==> config.mk <==
export PLATFORM = sky130hd
export DESIGN_NAME = evt_readout_ctrl
export DESIGN_NICKNAME = d
export VERILOG_FILES = /design/src/rtl/evt_seq_pkg.sv /design/src/rtl/evt_counter.sv /design/src/rtl/seq_fsm.sv /design/src/rtl/evt_readout_ctrl.sv
export SDC_FILE = /design/constraint.sdc
export NUM_CORES = 1
export LEC_CHECK = 0
export BUFFER_PORTS_ARGS = -buffer_cell sky130_fd_sc_hd__buf_2
export CORE_AREA = 2 2 39 41
export CTS_BUF_LIST = sky130_fd_sc_hd__clkbuf_8 sky130_fd_sc_hd__clkbuf_16
export DETAILED_ROUTE_END_ITERATION = 8
export DIE_AREA = 0 0 41 43
export PLACE_DENSITY = 0.75
export SYNTH_ARGS = -nofsm -noshare
export SYNTH_HDL_FRONTEND = slang
export SYNTH_SLANG_ARGS = --single-unit
==> constraint.sdc <==
create_clock -name clk -period 4.2 [get_ports clk]
set_clock_uncertainty 0.2 [all_clocks]
set_input_delay 0.63 -clock clk [delete_from_list [all_inputs] [get_ports clk]]
set_output_delay 0.63 -clock clk [all_outputs]
set_load 0.05 [all_outputs]
==> src/rtl/evt_seq_pkg.sv <==
package evt_seq_pkg;
  typedef enum logic [2:0] {
    S_COLLECT = 3'd0,
    S_MEAS    = 3'd1,
    S_IRQ     = 3'd2,
    S_HOSTRST = 3'd3,
    S_RECOVER = 3'd4
  } seq_state_t;
endpackage

==> src/rtl/evt_counter.sv <==
module evt_counter #(
  parameter int EVT_LIMIT = 5
) (
  input  logic clk,
  input  logic rst,
  input  logic inc_i,
  input  logic clr_i,
  output logic last_o
);
  localparam int CNT_W = (EVT_LIMIT > 1) ? $clog2(EVT_LIMIT) : 1;
  localparam logic [CNT_W-1:0] LAST_VAL = CNT_W'(EVT_LIMIT - 1);

  logic [CNT_W-1:0] count_q;

  always_ff @(posedge clk) begin
    if (rst || clr_i) begin
      count_q <= '0;
    end else if (inc_i) begin
      if (count_q == LAST_VAL) count_q <= '0;
      else                     count_q <= count_q + 1'b1;
    end
  end

  assign last_o = (count_q == LAST_VAL);
endmodule

==> src/rtl/seq_fsm.sv <==
module seq_fsm
  import evt_seq_pkg::*;
(
  input  logic clk,
  input  logic rst,
  input  logic trig_i,
  input  logic host_rst_i,
  input  logic dig_ready_i,
  input  logic read_done_i,
  input  logic last_i,
  output logic inc_o,
  output logic clr_o,
  output logic veto_o,
  output logic start_meas_o,
  output logic irq_o,
  output logic clr_trig_o
);
  seq_state_t state_q, state_d;
  logic veto_d, irq_d, start_d, clrt_d;

  always_comb begin
    state_d = state_q;
    veto_d  = veto_o;
    irq_d   = irq_o;
    start_d = 1'b0;
    clrt_d  = 1'b0;
    inc_o   = 1'b0;
    clr_o   = 1'b0;
    if (host_rst_i) begin
      state_d = S_RECOVER;
      veto_d  = 1'b1;
      irq_d   = 1'b0;
    end else begin
      unique case (state_q)
        S_COLLECT: if (trig_i) begin
          inc_o   = 1'b1;
          veto_d  = 1'b1;
          start_d = 1'b1;
          if (last_i) begin
            irq_d   = 1'b1;
            state_d = S_IRQ;
          end else begin
            state_d = S_MEAS;
          end
        end
        S_MEAS: if (dig_ready_i) begin
          veto_d  = 1'b0;
          clrt_d  = 1'b1;
          state_d = S_COLLECT;
        end
        S_IRQ: if (read_done_i) begin
          irq_d   = 1'b0;
          state_d = S_HOSTRST;
        end
        S_HOSTRST: state_d = S_HOSTRST;
        S_RECOVER: if (dig_ready_i) begin
          veto_d  = 1'b0;
          clrt_d  = 1'b1;
          clr_o   = 1'b1;
          state_d = S_COLLECT;
        end
        default: begin
          state_d = S_RECOVER;
          veto_d  = 1'b1;
          irq_d   = 1'b0;
        end
      endcase
    end
  end

  always_ff @(posedge clk) begin
    if (rst) begin
      state_q      <= S_COLLECT;
      veto_o       <= 1'b0;
      irq_o        <= 1'b0;
      start_meas_o <= 1'b0;
      clr_trig_o   <= 1'b0;
    end else begin
      state_q      <= state_d;
      veto_o       <= veto_d;
      irq_o        <= irq_d;
      start_meas_o <= start_d;
      clr_trig_o   <= clrt_d;
    end
  end
endmodule

==> src/rtl/evt_readout_ctrl.sv <==
module evt_readout_ctrl #(
  parameter int EVT_LIMIT = 5
) (
  input  logic clk,
  input  logic rst,
  input  logic trig_i,
  input  logic host_rst_i,
  input  logic dig_ready_i,
  input  logic read_done_i,
  output logic veto_o,
  output logic start_meas_o,
  output logic irq_o,
  output logic clr_trig_o
);
  logic cnt_inc, cnt_clr, cnt_last;

  evt_counter #(.EVT_LIMIT(EVT_LIMIT)) u_cnt (
    .clk    (clk),
    .rst    (rst),
    .inc_i  (cnt_inc),
    .clr_i  (cnt_clr),
    .last_o (cnt_last)
  );

  seq_fsm u_fsm (
    .clk          (clk),
    .rst          (rst),
    .trig_i       (trig_i),
    .host_rst_i   (host_rst_i),
    .dig_ready_i  (dig_ready_i),
    .read_done_i  (read_done_i),
    .last_i       (cnt_last),
    .inc_o        (cnt_inc),
    .clr_o        (cnt_clr),
    .veto_o       (veto_o),
    .start_meas_o (start_meas_o),
    .irq_o        (irq_o),
    .clr_trig_o   (clr_trig_o)
  );
endmodule

After elaboration in Yosys (flattened, before gate mapping)
Cells that the tools add are included.

Input bits: 6. Output and inout port bits: 4. Flip-flop bits (word level): 10.

$add $sub $neg: 1. Multiplexer cells: 21. Equality and inequality tests: 13. Reduce and logical (&&, ||, !) cells: 11. Bitwise logic cells: 2.

Operators with widths (number): 3-bit 2-to-1 mux (5); 1-bit 2-to-1 mux (12); 3-bit one-hot mux with 4 select lines (1); 3-bit AND reduction (3); 3-bit by 2-bit equality test with 1-bit output, second input constant (2); 3-bit equality test, second input constant (2); 2-bit inequality test, second input constant (3); 3-bit inequality test, second input constant (2); 1-bit one-hot mux with 3 select lines (2); 2-bit OR reduction (3); 3-bit OR reduction (2); 2-bit by 1-bit inequality test with 1-bit output, second input constant (2); 4-bit AND reduction (1); 3-bit by 1-bit adder with 3-bit output, second input constant (1); 3-bit by 1-bit equality test with 1-bit output, second input constant (1); 3-bit zero test (1); 3-bit by 1-bit inequality test with 1-bit output, second input constant (1); 2-bit 2-to-1 mux (1); 1-bit inverter (2); 1-bit logical OR (1).

Logic depth before layout (Yosys ltp)
Depth after elaboration: 5. Gate-level depth with buffers: 5. Gate-level depth less buffers: 5.

Modules after synthesis
From an unflattened synthesis, not the netlist that was laid out.

Cell total of the unflattened synthesis: 59. Area total of the unflattened synthesis: 511.7 um2.

Modules (own cells, without submodules): seq_fsm (cells each 40, area each 341.6 um2, seq. area each 140.1 um2, instances 1); evt_counter (cells each 19, area each 170.2 um2, seq. area each 60.1 um2, instances 1).

Worst setup path before layout
Ideal clock, no wire load.

Kind: input to register. From: input read_done_i. To: register u_fsm.state_q[0]. Library setup time: 0.072 ns. Setup slack: 2.560 ns. Stages: 3. Buffers on the path: 0. Arrival: 1.368 ns. Data required time: 3.928 ns. Cell sequence: or4b_1 o211ai_2 mux2i_1.

Word-level cells in the longest chain between the ends: 2.

RTL lines: from (decl) (line evt_readout_ctrl.sv:9) `input logic read_done_i,`; 2-bit inequality test (no source line); 3-bit AND reduction (no source line); to (signal assigned) (line seq_fsm.sv:79) `state_q <= state_d;`; to (decl) (line seq_fsm.sv:18) `seq_state_t state_q, state_d;`.

Every way passes these cells. A chain may end at the register's enable or synchronous reset.

Final worst setup path
From: register u_fsm.irq_o. To: output irq_o.

RTL lines: from (decl) (line seq_fsm.sv:15) `output logic irq_o,`; from (signal assigned) (line seq_fsm.sv:81) `irq_o <= irq_d;`; to (decl) (line evt_readout_ctrl.sv:12) `output logic irq_o,`.

No word-level cell between the ends.

==> impl_results.md <==
- Outcome: completed
- TritonCTS clock tree: built
- Crit path max-delay family: flip-flops
- First-pass GRT wire length: 1.88 mm
- Largest net degree at the start of global routing: 15
- Hold WC Path Type: flip-flop to flip-flop
- Worst Hold Depth: 2
- R2R setup slack: 2.58 ns
- IO Port Bufs: 9
- Hold path start: u_cnt.count_q[1]
- Yosys top cell by area: dfxtp_1
- Tot GR Track Use: 16.9%
- Crit Path Class: flip-flop to output port
- RR Endpoint: u_fsm.state_q[0]
- Detailed-route via count: 527
- Multi-input gate area: 335 sq um
- TritonCTS buffer count: 3
- Routed WL: 1.22 mm
- Warnings, synthesis: 0
- Hold Fails Final Rpt: 0
- Tcrit/Tclk final: 39.6%
- VDD IR max: 0.199 mV
- Cell count after synthesis: 68
- Die H: 43 um
- Vias per inst: 5.61
- Worst slew pin tran: 0.429 ns
- Synth top area share: 34.4%
- Clk buf depth: 2
- # resized after CTS: 0
- Rel. slew slack: 71.4%
- Row cnt: 14
- Worst path max stage delay: 0.33 ns
- Synth Net Count: 76
- WHS: 0.312 ns
- Critical path endpoint category: output port
- Power density cells: 383 nW/um^2
- Vias in the first global route: 465
- Placed Area: 623 sq um
- Proportion of layout cells with a drive suffix above 1: 23.1%
- CP max-delay cell: dfxtp_1
- Post-route setup TNS: 0 ns
- Hold Path End: u_cnt.count_q[1]
- Grt ovf: 0
- RSZ-0062 raised after global routing: no
- # hold bufs at CTS: 0
- Maximum operating frequency: 601 MHz
- R2r worst-path depth: 3
- Crit path DAT: 0.83 ns
- Layout Cell Area excl Fill: 678 sq um
- Initial antenna violation count: 0
- Syn avg cell area: 8.56 sq um
- H-tree depth: 1
- Setup bufs post-CTS: 0
- CTS clk-pin slew, worst paths: 0.05 ns
- Die Span X: 41 um
- FF+latch area: 200 sq um
- Worst path buffer plus inverter count: 1
- Critical path launch point: u_fsm.irq_o
- Final ANT Viol Nets: 0
- Fin nets: 87
- Yosys reg bits: 10
- CP Cell Sequence: buf_2
- Ranking of synthesized cells by area: dfxtp_1, a21oi_1, ha_1
- Initial DRC count: 6
- Pleak: 0.286 nW
- Fillers: 145
- ANT cells: 0
- Die area: 1760 sq um
- Mapped cell area: 582 sq um
- Root Driver: clkbuf_8
- Fin crit period: 1.66 ns
- Reg2reg start: u_fsm.state_q[0]
- Critical Path RT: 3.37 ns
- Initial Util: 42.0%
- Max-Cap Viols: 0
- Sink Count: 10
- Yosys cell types: 33
- Slew Limit Fails: 0
- CP Launch Type: flip-flop
- CP Max Fanout: 2
- Sequential fraction of the synthesis area: 34.4%
- DPL Wire Length: 880 um
- Routability congestion estimate: 0.806
- I/O pin count: 10
- Worst skew pair latency: 0.24 ns
- DR WL/cell: 13.0 um
- DRC viols: 0
- Core Region: 1380 sq um
- Final setup fails: 0
- TritonRoute pass-1 iters: 4
- Layout area overhead: 16.6%
==> cells by family after synthesis <==
logic type	share of synthesized area (%)
muxes	5.38
xor gates and xnor gates	1.51
AOI/OAI and AO/OA	22.2
and+or+nand+nor	24.3
DFF	34.4
adders and majority gates	4.30
buffers and inverters	7.96
==> metal layers <==
metal  vias up  GRT usage [%]  share of wire [%]
met4         0           12.0                2.8
li1        270              -                  -
met1       242           17.6                 45
met5         -              0                  0
met2        11           24.4                 47
met3         4           9.42                5.2
==> synthesized netlist by cell type (all sizes together) <==
cell	count
a21o	1
a21oi	7
a31oi	2
a41oi	1
and3b	1
and4	1
buf	3
dfxtp	10
ha	2
inv	6
mux2	1
mux2i	2
nand2	2
nand2b	2
nand3	2
nor2	3
nor2b	1
nor3	5
nor4	1
o211ai	2
o21ai	4
o21bai	1
o221ai	1
o311ai	1
or2	1
or3	1
or3b	1
or4b	2
xor2	1
==> placed cells by master, fill, tap and decap left out, types with 3 or more instances in the layout <==
| cell type | synthesis | routed |
|---|---|---|
| nor3_1 | 5 | 5 |
| nor2_1 | 3 | 3 |
| inv_1 | 6 | 6 |
| dfxtp_1 | 10 | 10 |
| a21oi_1 | 7 | 7 |
| buf_2 | 1 | 9 |
| o21ai_0 | 4 | 4 |
| clkbuf_8 | 0 | 4 |
==> stage by stage <==
stage,setup slack [ns],util [%],instances,total power [mW]
floorplan,2.56,-,68,0.131
global placement,2.39,45.0,90,0.140
detailed placement,2.39,45.0,90,0.140
CTS,2.52,49.0,94,0.264
global route,2.50,49.0,94,0.273
finish,2.54,49.0,94,0.260
==> worst max-delay path by stage <==
| stage | slack, ns | cells past startpoint | endpoint |
|---|---|---|---|
| 2_1_floorplan | 2.56 | 3 | u_fsm.state_q[0] |
| 4_1_cts | 2.52 | 1 | irq_o |
| 5_1_grt | 2.50 | 3 | u_fsm.state_q[0] |
| 3_5_place_dp | 2.39 | 4 | u_fsm.state_q[0] |
| 3_3_place_gp | 2.39 | 4 | u_fsm.state_q[0] |
| 6_report | 2.54 | 1 | irq_o |
==> final cells by class <==
class                   count  share of cell area [%]
clock buffers               4                    8.12
well taps                  16                    2.95
repair buffers              9                    6.64
multi-input cells          49                    49.4
inverters                   6                    3.32
flip-flops and latches     10                    29.5
==> report_power, final <==
group | internal, mW | total [mW] | switching, mW | leakage [nW]
combinational | 0.0140 | 0.0350 | 0.0210 | 0.175
sequential | 0.0987 | 0.104 | 0.00495 | 0.0816
clock | 0.0825 | 0.121 | 0.0388 | 0.0288
==> worst reg2reg max path: cells and delay by family, from the launching register on <==
kind / cells / cell delay (ns)
AO/OA/AOI/OAI: 1 / 0.17
multiplexers: 2 / 0.60
flip-flops: 1 / 0.58
==> state kept, by name, summed over array words and instances (netlist names) <==
| register | cells |
|---|---|
| u_fsm.clr_trig_o | 1 |
| u_fsm.irq_o | 1 |
| u_fsm.veto_o | 1 |
| u_fsm.start_meas_o | 1 |
| u_fsm.state_q | 3 |
| u_cnt.count_q | 3 |
Note: power is estimated with default switching activity, not from simulation.
